===== src/rtl/cmpwm_pkg.sv =====
package cmpwm_pkg;
  typedef enum logic [1:0] {
    MODE_CMP = 2'b00,
    MODE_CAP = 2'b01,
    MODE_PWM = 2'b10,
    MODE_ONE = 2'b11
  } tmr_mode_e;

  typedef enum logic [1:0] {
    ACT_NONE   = 2'b00,
    ACT_LOW    = 2'b01,
    ACT_HIGH   = 2'b10,
    ACT_TOGGLE = 2'b11
  } match_act_e;

  localparam logic [1:0] EDGE_RISE = 2'b00;
  localparam logic [1:0] EDGE_FALL = 2'b01;
  localparam logic [1:0] EDGE_BOTH = 2'b10;
endpackage


===== src/rtl/cmpwm_count.sv =====
module cmpwm_count import cmpwm_pkg::*; #(
  parameter int CNT_W = 10,
  parameter int PER_W = 3
) (
  input  logic             clk,
  input  logic             rst,
  input  logic             tick,
  input  logic             pause,
  input  tmr_mode_e        mode,
  input  logic             cclr_a,
  input  logic             duplex,
  input  logic             on_set,
  input  logic             on_clr,
  input  logic             trig_en,
  input  logic             trig_in,
  input  logic [CNT_W-1:0] ccra,
  input  logic [PER_W-1:0] ccrp,
  output logic [CNT_W-1:0] cnt_q,
  output logic [CNT_W-1:0] cnt_d,
  output logic             on_q,
  output logic             on_d,
  output logic             hit_a,
  output logic             hit_p
);
  localparam int LOW_W = CNT_W - PER_W;
  localparam logic [PER_W-1:0] ONE_P = {{(PER_W-1){1'b0}}, 1'b1};
  localparam logic [CNT_W-1:0] ONE_C = {{(CNT_W-1){1'b0}}, 1'b1};

  logic             trig_q;
  logic             run;
  logic             wrap;
  logic             trig_rise;
  logic             stop_req;
  logic             start_req;
  logic [PER_W-1:0] last_top;

  assign run       = on_q & ~pause & tick;
  assign last_top  = ccrp - ONE_P;
  assign hit_p     = run & (cnt_q[CNT_W-1:LOW_W] == last_top) & (&cnt_q[LOW_W-1:0]);
  assign hit_a     = run & (mode != MODE_CAP) & (cnt_q == ccra);
  assign trig_rise = trig_in & ~trig_q;

  always_comb begin
    case (mode)
      MODE_CMP: wrap = cclr_a ? hit_a : hit_p;
      MODE_CAP: wrap = hit_p;
      MODE_PWM: wrap = duplex ? hit_a : hit_p;
      default:  wrap = hit_a;
    endcase
  end

  always_comb begin
    if (!on_q)      cnt_d = '0;
    else if (run)   cnt_d = wrap ? '0 : cnt_q + ONE_C;
    else            cnt_d = cnt_q;
  end

  assign stop_req  = on_clr | ((mode == MODE_ONE) & hit_a);
  assign start_req = on_set | ((mode == MODE_ONE) & trig_en & trig_rise);

  always_comb begin
    if (stop_req)       on_d = 1'b0;
    else if (start_req) on_d = 1'b1;
    else                on_d = on_q;
  end

  always_ff @(posedge clk) begin
    if (rst) begin
      cnt_q  <= '0;
      on_q   <= 1'b0;
      trig_q <= 1'b0;
    end else begin
      cnt_q  <= cnt_d;
      on_q   <= on_d;
      trig_q <= trig_in;
    end
  end

  AST_PAUSE_FREEZE: assert property (@(posedge clk) disable iff (rst) (on_q && pause) |=> (cnt_q == $past(cnt_q)));
  AST_RESTART_ZERO: assert property (@(posedge clk) disable iff (rst) $rose(on_q) |-> (cnt_q == '0));
  AST_ONE_SHOT_END: assert property (@(posedge clk) disable iff (rst) ((mode == MODE_ONE) && hit_a) |=> !on_q);
endmodule


===== src/rtl/cmpwm_ccr.sv =====
module cmpwm_ccr import cmpwm_pkg::*; #(
  parameter int CNT_W = 10,
  parameter int PER_W = 3
) (
  input  logic             clk,
  input  logic             rst,
  input  tmr_mode_e        mode,
  input  logic [1:0]       edge_sel,
  input  logic             on_q,
  input  logic             cap_in,
  input  logic             wr_a,
  input  logic             wr_p,
  input  logic [CNT_W-1:0] wr_data,
  input  logic [CNT_W-1:0] cnt_q,
  output logic [CNT_W-1:0] ccra_q,
  output logic [PER_W-1:0] ccrp_q,
  output logic             cap_hit
);
  logic cap_q;
  logic rise;
  logic fall;
  logic edge_ok;

  assign rise = cap_in & ~cap_q;
  assign fall = ~cap_in & cap_q;

  always_comb begin
    case (edge_sel)
      EDGE_RISE: edge_ok = rise;
      EDGE_FALL: edge_ok = fall;
      EDGE_BOTH: edge_ok = rise | fall;
      default:   edge_ok = 1'b0;
    endcase
  end

  assign cap_hit = on_q & (mode == MODE_CAP) & edge_ok;

  always_ff @(posedge clk) begin
    if (rst) begin
      cap_q  <= 1'b0;
      ccra_q <= '0;
      ccrp_q <= '0;
    end else begin
      cap_q <= cap_in;
      if (cap_hit)   ccra_q <= cnt_q;
      else if (wr_a) ccra_q <= wr_data;
      if (wr_p)      ccrp_q <= wr_data[PER_W-1:0];
    end
  end

  AST_CAPTURE_LATCH: assert property (@(posedge clk) disable iff (rst) cap_hit |=> (ccra_q == $past(cnt_q)));
endmodule


===== src/rtl/cmpwm_wave.sv =====
module cmpwm_wave import cmpwm_pkg::*; #(
  parameter int CNT_W = 10,
  parameter int PER_W = 3
) (
  input  logic             clk,
  input  logic             rst,
  input  tmr_mode_e        mode,
  input  match_act_e       act,
  input  logic             init_lvl,
  input  logic             cclr_a,
  input  logic             duplex,
  input  logic             on_q,
  input  logic             on_d,
  input  logic [CNT_W-1:0] cnt_d,
  input  logic [CNT_W-1:0] ccra,
  input  logic [PER_W-1:0] ccrp,
  input  logic             hit_a,
  input  logic             hit_p,
  input  logic             cap_hit,
  output logic             lvl_q,
  output logic             flag_a_q,
  output logic             flag_p_q
);
  localparam int LOW_W = CNT_W - PER_W;

  logic [CNT_W-1:0] duty_ref;
  logic             act_lvl;
  logic             lvl_d;
  logic             p_ok;

  assign duty_ref = duplex ? {ccrp, {LOW_W{1'b0}}} : ccra;

  always_comb begin
    case (act)
      ACT_LOW:    act_lvl = 1'b0;
      ACT_HIGH:   act_lvl = 1'b1;
      ACT_TOGGLE: act_lvl = ~lvl_q;
      default:    act_lvl = lvl_q;
    endcase
  end

  always_comb begin
    case (mode)
      MODE_CMP: lvl_d = !on_d ? init_lvl : (hit_a ? act_lvl : lvl_q);
      MODE_CAP: lvl_d = init_lvl;
      MODE_PWM: lvl_d = on_d & (cnt_d < duty_ref);
      default:  lvl_d = on_d;
    endcase
  end

  assign p_ok = hit_p & ~((mode == MODE_CMP) & cclr_a) & (mode != MODE_ONE);

  always_ff @(posedge clk) begin
    if (rst) begin
      lvl_q    <= 1'b0;
      flag_a_q <= 1'b0;
      flag_p_q <= 1'b0;
    end else begin
      lvl_q    <= lvl_d;
      flag_a_q <= hit_a | cap_hit;
      flag_p_q <= p_ok;
    end
  end

  AST_PWM_IDLE: assert property (@(posedge clk) disable iff (rst) ((mode == MODE_PWM) && ($past(mode) == MODE_PWM) && !on_q) |-> !lvl_q);
  AST_CCLR_A_ONLY: assert property (@(posedge clk) disable iff (rst) flag_p_q |-> !(($past(mode) == MODE_CMP) && $past(cclr_a)));
  AST_NO_P_ONESHOT: assert property (@(posedge clk) disable iff (rst) flag_p_q |-> ($past(mode) != MODE_ONE));
endmodule


===== src/rtl/cmpwm_timer.sv =====
module cmpwm_timer import cmpwm_pkg::*; #(
  parameter int CNT_W = 10,
  parameter int PER_W = 3
) (
  input  logic             clk,
  input  logic             rst,
  input  logic             tick,
  input  logic [1:0]       mode,
  input  logic [1:0]       act_sel,
  input  logic             init_lvl,
  input  logic             pol,
  input  logic             cclr_a,
  input  logic             duplex,
  input  logic             pause,
  input  logic             on_set,
  input  logic             on_clr,
  input  logic             trig_en,
  input  logic             trig_in,
  input  logic             cap_in,
  input  logic             wr_a,
  input  logic             wr_p,
  input  logic [CNT_W-1:0] wr_data,
  output logic             tmr_out,
  output logic             tmr_out_n,
  output logic             on_o,
  output logic [CNT_W-1:0] cnt_o,
  output logic [CNT_W-1:0] ccra_o,
  output logic [PER_W-1:0] ccrp_o,
  output logic             flag_a,
  output logic             flag_p
);
  tmr_mode_e        mode_e;
  match_act_e       act_e;
  logic [CNT_W-1:0] cnt_q;
  logic [CNT_W-1:0] cnt_d;
  logic [CNT_W-1:0] ccra_q;
  logic [PER_W-1:0] ccrp_q;
  logic             on_q;
  logic             on_d;
  logic             hit_a;
  logic             hit_p;
  logic             cap_hit;
  logic             lvl_q;

  assign mode_e = tmr_mode_e'(mode);
  assign act_e  = match_act_e'(act_sel);

  cmpwm_count #(.CNT_W(CNT_W), .PER_W(PER_W)) u_count (
    .clk(clk), .rst(rst), .tick(tick), .pause(pause), .mode(mode_e),
    .cclr_a(cclr_a), .duplex(duplex), .on_set(on_set), .on_clr(on_clr),
    .trig_en(trig_en), .trig_in(trig_in), .ccra(ccra_q), .ccrp(ccrp_q),
    .cnt_q(cnt_q), .cnt_d(cnt_d), .on_q(on_q), .on_d(on_d),
    .hit_a(hit_a), .hit_p(hit_p)
  );

  cmpwm_ccr #(.CNT_W(CNT_W), .PER_W(PER_W)) u_ccr (
    .clk(clk), .rst(rst), .mode(mode_e), .edge_sel(act_sel), .on_q(on_q),
    .cap_in(cap_in), .wr_a(wr_a), .wr_p(wr_p), .wr_data(wr_data),
    .cnt_q(cnt_q), .ccra_q(ccra_q), .ccrp_q(ccrp_q), .cap_hit(cap_hit)
  );

  cmpwm_wave #(.CNT_W(CNT_W), .PER_W(PER_W)) u_wave (
    .clk(clk), .rst(rst), .mode(mode_e), .act(act_e), .init_lvl(init_lvl),
    .cclr_a(cclr_a), .duplex(duplex), .on_q(on_q), .on_d(on_d), .cnt_d(cnt_d),
    .ccra(ccra_q), .ccrp(ccrp_q), .hit_a(hit_a), .hit_p(hit_p),
    .cap_hit(cap_hit), .lvl_q(lvl_q), .flag_a_q(flag_a), .flag_p_q(flag_p)
  );

  assign tmr_out   = lvl_q ^ pol;
  assign tmr_out_n = ~tmr_out;
  assign on_o      = on_q;
  assign cnt_o     = cnt_q;
  assign ccra_o    = ccra_q;
  assign ccrp_o    = ccrp_q;
endmodule


===== config.mk =====
export PLATFORM = sky130hd
export DESIGN_NAME = cmpwm_timer
export DESIGN_NICKNAME = d
export VERILOG_FILES = /design/src/rtl/cmpwm_pkg.sv /design/src/rtl/cmpwm_count.sv /design/src/rtl/cmpwm_ccr.sv /design/src/rtl/cmpwm_wave.sv /design/src/rtl/cmpwm_timer.sv
export SDC_FILE = /design/constraint.sdc
export NUM_CORES = 1
export LEC_CHECK = 0
export ABC_CLOCK_PERIOD_IN_PS = 5300
export BUFFER_PORTS_ARGS = -buffer_cell sky130_fd_sc_hd__buf_2
export CORE_MARGIN = 2
export CORE_UTILIZATION = 57
export CTS_CLUSTER_SIZE = 28
export DETAILED_ROUTE_END_ITERATION = 6
export PLACE_DENSITY_LB_ADDON = 0.12
export SYNTH_ARGS = -nofsm -noshare
export SYNTH_HDL_FRONTEND = slang
export SYNTH_HIERARCHICAL = 1
export SYNTH_SLANG_ARGS = --single-unit
export TNS_END_PERCENT = 1

===== constraint.sdc =====
create_clock -name clk -period 5.3 [get_ports clk]
set_input_delay 1.325 -clock clk [delete_from_list [all_inputs] [get_ports clk]]
set_output_delay 1.325 -clock clk [all_outputs]
set_load 0.1 [all_outputs]

; After elaboration in Yosys (flattened, before gate mapping)
; Index checks and enable logic that the tools add are counted.
[classes]
n_addsub = 2
order_cmp = 1
n_eq_ne = 12
muxes = 16
bitwise = 30
n_reduce_logical = 5
[op_table]
columns = operator, count
row1 = 2-to-1 mux 10 bit, 6
row2 = AND 1 bit, 18
row3 = one-hot mux 1 bit (3 select lines), 4
row4 = adder 10 x 1 -> 10 bit (second input constant), 1
row5 = equality test 10 bit, 1
row6 = < comparator 10 bit, 1
row7 = equality test 2 bit (second input constant), 4
row8 = NOT 1 bit, 7
row9 = AND reduction 7 bit, 1
row10 = 2-to-1 mux 1 bit, 6
row11 = != test 5 bit (second input constant), 1
row12 = equality test 2 x 1 -> 1 bit (second input constant), 2
row13 = logical NOT 2 bit, 2
row14 = OR 1 bit, 4
row15 = equality test 3 bit, 1
row16 = != test 3 bit (second input constant), 1
row17 = subtractor 3 x 1 -> 3 bit (second input constant), 1
row18 = != test 2 x 1 -> 1 bit (second input constant), 1
row19 = != test 2 bit (second input constant), 1
row20 = AND reduction 2 bit, 1
row21 = nonzero test 2 bit, 1
row22 = bitwise XOR 1 bit, 1
[word_totals]
reg_bits = 29
in_bits = 29
output_inout_bits = 28
wordCells = 75

; Logic depth before layout (Yosys ltp)
; Gate-level depths: netlist of run 1.
[depth]
depth_word = 13
mapped_depth = 11
ltp_nobuf = 11

; Cells and area by module
; Netlist of run 1, hierarchy kept.
[by_module_without_submodules]
columns = module, instances, cells_per_inst, area_each_um2, seq_area_each_um2
row1 = cmpwm_count, 1, 105, 965.9, 240.2
row2 = cmpwm_ccr, 1, 78, 767.0, 280.3
row3 = cmpwm_wave, 1, 49, 429.2, 60.1
row4 = cmpwm_timer, 1, 2, 17.5, 0.0

; Worst setup path after synthesis of run 1
; Ideal clock, no wire load.
[synth_timing]
path_kind = input -> output
startpoint = in pol
endpoint = out tmr_out_n
t_arrival_ps = 2890
required_ps = 3975
slack_ps = 1085
stages = 1
n_path_buf = 0
path_cell_list = xnor2_1
[synth_between]
elab_chain_len = 2
[synth_lines]
columns = element, line
row1 = "start, declared", cmpwm_timer.sv:11  ; input logic pol,
row2 = bitwise XOR 1 bit, cmpwm_timer.sv:69  ; assign tmr_out = lvl_q ^ pol;
row3 = NOT 1 bit, cmpwm_timer.sv:70  ; assign tmr_out_n = ~tmr_out;
row4 = "end, declared", cmpwm_timer.sv:24  ; output logic tmr_out_n,
; No other way between the ends.

; Final worst setup path of run 1
[layout_timing]
startpoint = in mode[0]
endpoint = reg u_wave.lvl_q
[layout_between]
elab_chain_len = 11
elab_cells_between_ends = 27
cone_classes = order compare: 1 / eq/ne: 6 / mux: 10 / bitwise: 8 / reduce/logical: 2
[layout_lines]
columns = element, line
row1 = "start, declared", cmpwm_timer.sv:8  ; input logic [1:0] mode,
row2 = != test 2 x 1 -> 1 bit, cmpwm_count.sv:40  ; assign hit_a = run & (mode != MODE_CAP) & (cnt_q == ccra);
row3 = AND 1 bit (2 in a row), cmpwm_count.sv:40
row4 = 2-to-1 mux 1 bit (on tied branches), "cmpwm_count.sv:47, cmpwm_count.sv:45"
row5 = one-hot mux 1 bit (3 select lines) (*), cmpwm_count.sv:44  ; case (mode)
row6 = 2-to-1 mux 10 bit (*) (2 in a row), cmpwm_count.sv:54  ; else if (run) cnt_d = wrap ? '0 : cnt_q + ONE_C;
row7 = 2-to-1 mux 10 bit (*), cmpwm_count.sv:53  ; if (!on_q) cnt_d = '0;
row8 = named net cnt_d[9], cmpwm_timer.sv:35  ; logic [CNT_W-1:0] cnt_d;
row9 = < comparator 10 bit (*), cmpwm_wave.sv:46  ; MODE_PWM: lvl_d = on_d & (cnt_d < duty_ref);
row10 = AND 1 bit (*), cmpwm_wave.sv:46
row11 = one-hot mux 1 bit (3 select lines) (*), cmpwm_wave.sv:43  ; case (mode)
row12 = "end signal, assigned", cmpwm_wave.sv:59  ; lvl_q <= lvl_d;
row13 = "end, declared", cmpwm_wave.sv:20  ; output logic lvl_q,
; Mark *: on every way through the listed nets, which the timed path passes. The rest lies on a longest branch.
; A chain may end at the register's enable or synchronous reset.

==> results of run 1 <==
cell usage after synthesis, drive strengths merged (2+ instances only):
cell    number  area (µm²)
nor3        24         125
buf          7        66.3
mux2i       17         170
a21oi       12        93.8
a311oi       2        17.5
a41o        10         100
nor2        10        40.0
nand2        9        33.8
xor2         7        61.3
nand3        6        47.6
nor3b        2        15.0
nand2b       8        50.1
xnor2       16         140
nor2b        4        25.0
nor4b        2        32.5
ha          13         163
dfxtp       29         581
inv         20        75.1
a21o         3        22.5
clkbuf       2        8.75
o21ai        5        28.8
o31ai        2        28.8
nand4        5        46.3
final cells by class:
cell class	count	area (µm²)
sequential	29	581
fill	332	1120
inverter	20	75.1
tap	48	60.1
multi-input combinational	176	1450
timing repair buffer	57	288
clock buffer	7	86.3
metal layers:
| layer | global-route usage (%) | up-vias |
|---|---|---|
| met5 | 0 | - |
| met2 | 43.8 | 76 |
| met4 | 7.81 | 0 |
| met1 | 34.9 | 939 |
| met3 | 5.45 | 9 |
| li1 | - | 965 |
power groups by stage:
| stage | Clock [W] | Sequential (W) | Combinational, W |
|---|---|---|---|
| 2_1_floorplan | 0 | 0.000288 | 0.0000753 |
| 4_1_cts | 0.000191 | 0.000237 | 0.000158 |
| 5_1_grt | 0.000201 | 0.000239 | 0.000167 |
| 3_5_place_dp | 0 | 0.000242 | 0.000157 |
| 3_3_place_gp | 0 | 0.000242 | 0.000154 |
| 6_report | 0.000187 | 0.000237 | 0.000158 |
through the flow:
stage,instance area (µm²),cells,setup WS (ns),hold WS (ns),utilization [%]
floorplan,2180,234,1.08,0.651,-
global placement,2450,330,1.45,0.555,67.0
detailed placement,2450,330,1.32,0.549,67.0
CTS,2540,337,1.63,0.566,69.3
global route,2540,337,1.40,0.611,69.3
finish,2540,337,1.57,0.567,69.3
worst max-delay path, stage by stage:
cell	delay (ns)
buf_2	0.16
nand2b_1	0.16
o21ai_1	0.38
nor4b_4	0.28
buf_4	0.27
nor3_1	0.10
ha_1	0.35
nand4_1	0.13
or4_1	0.53
o211ai_1	0.10
a21oi_1	0.09
flip-flops by register name (all words and copies together), names as in the netlist:
name and cells:
u_ccr/ccrp_q 3, u_count/cnt_q 10, u_count/on_q 1, u_wave/flag_a_q 1
u_count/trig_q 1, u_wave/flag_p_q 1, u_wave/lvl_q 1, u_ccr/ccra_q 10
u_ccr/cap_q 1
how the worst max path moves through the flow:
| stage | start | endpoint | slack, ns | cells past startpoint |
|---|---|---|---|---|
| floorplan | pol | tmr_out_n | 1.08 | 1 |
| global placement | mode[0] | u_wave/lvl_q$_SDFFE_PP0P_ | 1.45 | 11 |
| detailed placement | mode[0] | u_wave/lvl_q$_SDFFE_PP0P_ | 1.32 | 11 |
| CTS | mode[0] | u_wave/lvl_q$_SDFFE_PP0P_ | 1.63 | 11 |
| global route | mode[0] | u_wave/lvl_q$_SDFFE_PP0P_ | 1.40 | 11 |
| finish | mode[0] | u_wave/lvl_q$_SDFFE_PP0P_ | 1.57 | 11 |
cell families after synthesis:
| kind of cell | count (synthesis) | synth area share [%] |
|---|---|---|
| AO/OA/AOI/OAI | 43 | 17.7 |
| XOR/XNOR | 24 | 10.3 |
| adder cells (fa/ha/maj) | 13 | 7.46 |
| buffers and inverters | 29 | 6.89 |
| flip-flops | 29 | 26.6 |
| multiplexers | 18 | 8.32 |
| AND/OR/NAND/NOR | 78 | 22.7 |
==> run_results.csv, run 1 <==
group,metric,value,unit
drt,viasPerCell,5.90,
pwr,sw_frac_of_total,35.8,%
yosys,synth_warnings,6,
sta,hold_viol_final,0,
cells_and_area,final_cell_mix,"buf_2, dfxtp_1, nor3_1, inv_1, mux2i_1",
global_routing,grt_pass1_vias,1737,
pwr,p_clk_share,32.1,%
cts,clk_latency,0.28,ns
sta,period_share,70.4,%
critical_path,crit_arrival,3.89,ns
drt,top_layer,"met4",
worst_hold_path,hold_path.startpoint,"u_ccr/ccrp_q[2]$_SDFFE_PP0P_",
cts,cts_tree,"done",
flow_run,drv_cap,0,
pwr,finalPower,0.000583,W
yosys,synth_edf_count,0,
drt,num_vias,1989,
floorplan,num_rows,22,
run_status,run_status,"finished, final reports clean",
cells_and_area,nNetsFinal,331,
floorplan,initial_core_util,59.5,%
placement,post-dp-hpwl,4190,µm
yosys,synth_fp_nets,276,
critical_path,r2r-end,"u_wave/lvl_q$_SDFFE_PP0P_",
pwr,power_switching,0.000208,W
floorplan,core,0.00366,mm²
yosys,async_flop_share,0,%
placement,io_buffers,56,
worst_hold_path,worstHoldPathType,"flop to flop",
yosys,synth_area,0.00218,mm²
global_routing,antenna_found_initial,0,
drt,wl_met1,2470,µm
cts,clk_pin_slew,0.07,ns
drt,drt_pre_antenna_iters,4,
floorplan,die_h,65.8,µm
drt,drt_wl_total,5470,µm
cts,cts_hold_buf,0,
cts,clkSinkCount,29,
sta,tns,0,ns
pwr,p_comb_share,27.1,%
pwr,ir_drop,153,µV
critical_path,worstSetupStartpointType,"input pin",
global_routing,grt_pass1_wl,8600,µm
critical_path,cp_max_fo,20,
cts,postCtsResizedCells,0,
yosys,ys.flop_type,"dfxtp_1",
drt,wl_met3,357,µm
placement,gp_congestion,0.880,
sta,rsz0062_at_grt,"false",
sta,finalClockSkew,0.00761,ns
critical_path,r2r-start,"u_ccr/ccrp_q[0]$_SDFFE_PP0P_",
critical_path,r2r_slack,2.14,ns
sta,period_needed,3.73,ns
cts,cts_max_level,2,
pwr,seqPwrFrac,40.7,%
global_routing,grt_max_degree,22,
critical_path,cp.required,5.46,ns
cells_and_area,layout_commonest_cell,"buf_2",
sta,report.final.slew_viol_count,0,
pwr,intPower,0.000374,W
drt,drtAntennaViolNets,0,
floorplan,ios,57,
yosys,syn_inst,234,
cts,cts_buffers,5,
cts,cts_root_buf,"clkbuf_8",
cts,cts_setup_buffers,0,
cells_and_area,diodes,0,
critical_path,ff2ff_path_depth,11,
drt,dr_wl_met2,2570,µm
worst_hold_path,hold_end,"u_ccr/ccrp_q[2]$_SDFFE_PP0P_",
critical_path,crit_type,"input pin to flop",
cells_and_area,area_growth,16.5,%
sta,slew_headroom,64.3,%
sta,finalSetupViolCount,0,
cells_and_area,layout-drive-gt1-share,30.1,%
worst_hold_path,hold_depth,2,
floorplan,die_w,65.8,µm
critical_path,crit_path_end_kind,"flop",
drt,wl_per_cell,16.2,µm
global_routing,grt_usage,26.5,%
sta,worstMarginPinSlew,0.534,ns
yosys,ys_seq_area_share,26.6,%
yosys,synth_cell_type_count,55,
drt,drt_iter0_markers,136,
pwr,p_per_area,230,mW/mm²
global_routing,overflow,0,
pwr,power.leakage,1.11,nW
floorplan,die_area,0.00433,mm²
cts,clockBufferDepth,2,
drt,remaining_drc_errors,0,
sta,fmax,0.268,GHz
yosys,syn_area_per_cell,9.31,µm²
yosys,synth_seq_cells,29,
Note: power is estimated with default switching activity, not from simulation.
==> run 2, diff against run 1 <==
- ABC_CLOCK_PERIOD_IN_PS: 5300 -> 3200
- CORE_UTILIZATION: 57 -> 48
- clock period: 5.3 -> 3.2 ns (I/O delays scaled with it)
==> run_results.csv, run 2 (synthesis gave the netlist of run 1 again) <==
group,metric,value,unit
run_status,run_status,"finished, final reports clean",
cts,clk_pin_slew,0.06,ns
floorplan,die_w,71.4,µm
cells_and_area,top_regs,"u_ccr/ccra_q x10, u_count/cnt_q x10, u_ccr/ccrp_q x3",
placement,io_buffers,56,
critical_path,path_cells,"buf_2 -> and4b_4 -> nand3_4 -> o31ai_4 -> nor3_1 -> ha_1 -> nand4_1 -> or4_1 -> o211ai_1 -> a21oi_1",
sta,report.final.slew_viol_count,0,
cts,cts_max_level,2,
cells_and_area,fin_util,60.1,%
cells_and_area,nNetsFinal,338,
floorplan,initial_core_util,50.1,%
critical_path,crit_path_end_kind,"flop",
pwr,finalPower,0.000954,W
sta,rsz0062_at_grt,"false",
critical_path,cp.required,3.35,ns
cts,cts_hold_buf,0,
global_routing,grt_usage,22.9,%
critical_path,critical_path.top_delay_family,"simple AND/OR/NAND/NOR gates",
sta,tns,0,ns
placement,post-dp-hpwl,4370,µm
critical_path,crit_arrival,3.14,ns
cts,cts_root_buf,"clkbuf_8",
drt,remaining_drc_errors,0,
sta,period_needed,2.99,ns
sta,fmax,0.335,GHz
worst_hold_path,hold_path.startpoint,"u_ccr/ccrp_q[1]$_SDFFE_PP0P_",
global_routing,grt_pass1_vias,1866,
critical_path,critPathBufInv,1,
pwr,ir_drop,228,µV
placement,gp_congestion,0.854,
drt,drt_pre_antenna_iters,4,
drt,viasPerCell,5.60,
critical_path,critPathSlowestCell,"or4_1",
cells_and_area,area_growth,20.0,%
drt,drt_iter0_markers,137,
sta,slew_headroom,67.4,%
worst_hold_path,worstHoldPathType,"flop to flop",
cts,clockBufferDepth,2,
critical_path,cp_max_fo,10,
drt,drt_wl_total,5600,µm
global_routing,grt_max_degree,22,
critical_path,cp_slowest_stage_delay,0.51,ns
pwr,power.leakage,1.15,nW
critical_path,r2r_slack,0.24,ns
critical_path,ff2ff_path_depth,11,
cells_and_area,fillers,407,
global_routing,grt_pass1_wl,9140,µm
sta,hold_viol_final,0,
critical_path,crit_type,"input pin to flop",
global_routing,overflow,0,
drt,drtAntennaViolNets,0,
cts,clkSinkCount,29,
floorplan,num_rows,24,
placement,pre_cts_slack,0.0102,ns
drt,wl_per_cell,16.0,µm
pwr,p_per_area,365,mW/mm²
sta,worstMarginPinSlew,0.487,ns
sta,finalSetupViolCount,0,
floorplan,die_h,71.4,µm
critical_path,r2r-start,"u_ccr/ccrp_q[0]$_SDFFE_PP0P_",
sta,worst_slack,0.211,ns
cts,clk_latency,0.28,ns
floorplan,ios,57,
cells_and_area,final_cells,349,
cells_and_area,layout-drive-gt1-share,35.0,%
sta,period_share,93.4,%
drt,num_vias,1955,
cells_and_area,final_cell_mix,"buf_2, nor3_1, dfxtp_1, inv_1, mux2i_1",
cells_and_area,layout_commonest_cell,"buf_2",
placement,dp.cells,341,
cts,cts_setup_buffers,0,
worst_hold_path,hold_depth,2,
global_routing,antenna_found_initial,0,
floorplan,die_area,0.00510,mm²
floorplan,core,0.00435,mm²
flow_run,drv_cap,0,
critical_path,worstSetupStartpointType,"input pin",
worst_hold_path,hold_end,"u_ccr/ccrp_q[1]$_SDFFE_PP0P_",
sta,finalClockSkew,0.00445,ns
critical_path,r2r-end,"u_wave/lvl_q$_SDFFE_PP0P_",
cts,cts_tree,"done",
cells_and_area,diodes,0,
cts,postCtsResizedCells,0,
cts,cts_buffers,5,
## run 2: worst min-delay path: cells and delay by family, from the launching register on
kind	cells	cell delay, ns
AND/OR/NAND/NOR	1	0.08
flip-flops	1	0.36
multiplexers	1	0.08
## run 2: per-layer routing
metal	routed length [µm]	global-route usage, %	up-vias
li1	-	-	979
met1	2640	32.4	913
met2	2580	36.7	61
met3	348	4.36	2
met4	27	4.40	0
met5	0	0	-
## run 2: how the worst max path moves through the flow
stage	startpoint	end	slack (ns)	depth (start not counted)
2_1_floorplan	u_count/cnt_q[0]$_SDFF_PP0_	u_wave/lvl_q$_SDFFE_PP0P_	0.01	9
3_3_place_gp	pause	u_wave/lvl_q$_SDFFE_PP0P_	0.04	10
3_5_place_dp	pause	u_wave/lvl_q$_SDFFE_PP0P_	0.01	10
4_1_cts	u_ccr/ccrp_q[0]$_SDFFE_PP0P_	u_wave/lvl_q$_SDFFE_PP0P_	0.19	11
5_1_grt	u_ccr/ccrp_q[0]$_SDFFE_PP0P_	u_wave/lvl_q$_SDFFE_PP0P_	0.02	11
6_report	pause	u_wave/lvl_q$_SDFFE_PP0P_	0.21	10
## run 2: power breakdown
group / total, W / leakage, nW / switching (W) / internal [W]
combinational: 0.000265 / 0.867 / 0.000187 / 0.0000786
clock: 0.000295 / 0.0450 / 0.000145 / 0.000150
sequential: 0.000393 / 0.241 / 0.0000182 / 0.000375
## run 2: layout make-up
cell class	instances	area, µm²	area share, %
Clock buffer	6	72.6	2.77
Clock inverter	2	10.0	0.383
Inverter	20	75.1	2.87
Multi-Input combinational cell	176	1450	55.4
Sequential cell	29	592	22.6
Tap cell	52	65.1	2.49
Timing Repair Buffer	64	353	13.5
## run 2: per-stage QoR
step	hold slack [ns]	area (µm²)
4_1_cts	0.542	2620
6_report	0.553	2620
3_3_place_gp	0.516	2530
3_5_place_dp	0.527	2530
5_1_grt	0.585	2620
2_1_floorplan	0.644	2190
==> run 3, diff against run 2 <==
- CORE_UTILIZATION: 48 -> 40
- HOLD_SLACK_MARGIN: unset -> 0.03
- REMOVE_ABC_BUFFERS: unset -> 1
==> run_results.csv, run 3 (synthesis gave the netlist of run 1 again) <==
group,metric,value,unit
run_status,run_status,"finished, final reports clean",
floorplan,initial_core_util,42.1,%
pwr,intPower,0.000608,W
sta,period_share,92.5,%
cells_and_area,nNetsFinal,343,
pwr,p_per_area,355,mW/mm²
sta,worstMarginPinSlew,0.487,ns
critical_path,crit_arrival,3.12,ns
pwr,sw_frac_of_total,35.3,%
critical_path,critical_path.top_delay_family,"simple AND/OR/NAND/NOR gates",
floorplan,ios,57,
drt,viasPerCell,5.18,
placement,dp.cells,364,
pwr,p_comb_share,28.2,%
flow_run,drv_cap,0,
cts,clockBufferDepth,2,
global_routing,grt_usage,18.2,%
global_routing,grt_pass1_wl,8710,µm
critical_path,cp.required,3.36,ns
floorplan,die_area,0.00606,mm²
cts,cts_root_buf,"clkbuf_8",
drt,drt_pre_antenna_iters,4,
sta,slew_headroom,67.4,%
critical_path,ff2ff_path_depth,11,
sta,worst_slack,0.240,ns
critical_path,critical_path.endpoint,"u_wave/lvl_q$_SDFFE_PP0P_",
critical_path,cp_slowest_stage_delay,0.51,ns
critical_path,worstSetupPathDepth,11,
critical_path,critPathSlowestCell,"or4_1",
pwr,power_switching,0.000333,W
sta,finalClockSkew,0.00201,ns
placement,post-dp-hpwl,4480,µm
drt,drtAntennaViolNets,0,
pwr,finalPower,0.000941,W
critical_path,critPathBufInv,1,
sta,period_needed,2.96,ns
floorplan,die_h,77.8,µm
critical_path,critPathLaunch,"u_ccr/ccrp_q[0]$_SDFFE_PP0P_",
cts,clk_latency,0.28,ns
cts,clkSinkCount,29,
cells_and_area,final_cells,372,
cts,cts_tree,"done",
cells_and_area,layout_commonest_cell,"buf_2",
floorplan,num_rows,26,
pwr,p_clk_share,30.2,%
cells_and_area,top_regs,"u_ccr/ccra_q x10, u_count/cnt_q x10, u_ccr/ccrp_q x3",
drt,drt_wl_total,5430,µm
cts,cts_max_level,2,
critical_path,r2r_slack,0.24,ns
global_routing,grt_max_degree,22,
cells_and_area,area_growth,21.6,%
pwr,ir_drop,201,µV
cells_and_area,stdcell_area,0.00265,mm²
critical_path,worstSetupStartpointType,"flop",
cts,cts_buffers,5,
placement,gp_congestion,0.854,
cells_and_area,final_cell_mix,"buf_2, dfxtp_1, nor3_1, inv_1, mux2i_1",
cts,cts_hold_buf,0,
sta,report.final.slew_viol_count,0,
global_routing,overflow,0,
placement,pre_cts_slack,-0.0406,ns
critical_path,path_cells,"inv_1 -> ha_1 -> xor2_1 -> nand3_1 -> o31ai_4 -> nor3_1 -> ha_1 -> nand4_1 -> or4_1 -> o211ai_1 -> a21oi_1",
global_routing,grt_pass1_vias,1757,
cells_and_area,layout-drive-gt1-share,32.5,%
critical_path,crit_type,"flop to flop",
cts,cts_setup_buffers,0,
drt,wl_per_cell,14.6,µm
drt,num_vias,1927,
floorplan,core,0.00517,mm²
worst_hold_path,worstHoldPathType,"flop to flop",
pwr,seqPwrFrac,41.6,%
cts,postCtsResizedCells,0,
drt,drt_iter0_markers,67,
sta,fmax,0.338,GHz
critical_path,crit_top_cell,"ha_1",
sta,rsz0062_at_grt,"false",
floorplan,die_w,77.8,µm
drt,remaining_drc_errors,0,
critical_path,r2r-end,"u_wave/lvl_q$_SDFFE_PP0P_",
sta,hold_viol_final,0,
global_routing,antenna_found_initial,0,
sta,finalSetupViolCount,0,
placement,placed_area,0.00257,mm²
cells_and_area,diodes,0,
placement,io_buffers,56,
critical_path,r2r-start,"u_ccr/ccrp_q[0]$_SDFFE_PP0P_",
critical_path,crit_path_end_kind,"flop",
critical_path,cp_max_fo,10,
cts,clk_pin_slew,0.06,ns
pwr,power.leakage,1.17,nW
## run 3: worst min-delay path by stage
stage | end | start | cells after the start
global placement | u_ccr/ccrp_q[1]$_SDFFE_PP0P_ | u_ccr/ccrp_q[1]$_SDFFE_PP0P_ | 2
detailed placement | u_ccr/ccrp_q[1]$_SDFFE_PP0P_ | u_ccr/ccrp_q[1]$_SDFFE_PP0P_ | 2
floorplan | u_count/on_q$_SDFF_PP0_ | u_count/trig_q$_SDFF_PP0_ | 3
global route | u_ccr/ccrp_q[1]$_SDFFE_PP0P_ | u_ccr/ccrp_q[1]$_SDFFE_PP0P_ | 2
CTS | u_ccr/ccrp_q[1]$_SDFFE_PP0P_ | u_ccr/ccrp_q[1]$_SDFFE_PP0P_ | 2
finish | u_ccr/ccrp_q[1]$_SDFFE_PP0P_ | u_ccr/ccrp_q[1]$_SDFFE_PP0P_ | 2
## run 3: layer usage
layer	wire (µm)	track usage, %	vias up	share of wire [%]
li1	-	-	991	-
met1	2690	25.1	887	49
met2	2480	28.8	45	46
met3	220	3.84	4	4.1
met4	38	4.29	0	0.70
met5	0	0	-	0
## run 3: layout make-up
cell class	instances	area (µm²)
fill	511	2520
timing repair buffer	69	378
inverter	20	75.1
clock buffer	8	80.1
sequential	29	581
multi-input combinational	176	1450
tap	70	87.6
## run 3: through the flow
stage	hold slack [ns]	setup TNS (ns)	util [%]
CTS	0.564	0	51.2
detailed placement	0.546	-0.0406	49.7
global placement	0.549	-0.0672	49.7
floorplan	0.651	-0.472	-
finish	0.558	0	51.2
global route	0.608	0	51.2
## run 3: worst register-to-register path, stage by stage (launching register included)
cell      delay [ns]
dfxtp_1         0.42
inv_1           0.07
ha_1            0.31
xor2_1          0.13
nand3_1         0.16
o31ai_4         0.47
nor3_1          0.11
ha_1            0.34
nand4_1         0.12
or4_1           0.51
o211ai_1        0.12
a21oi_1         0.09
## run 3: power groups by stage
stage	Sequential [W]	Clock, W	Combinational (W)
CTS	0.000392	0.000294	0.000267
detailed placement	0.000400	0	0.000266
finish	0.000392	0.000284	0.000265
global route	0.000394	0.000309	0.000282
global placement	0.000399	0	0.000266
floorplan	0.000478	0	0.000116
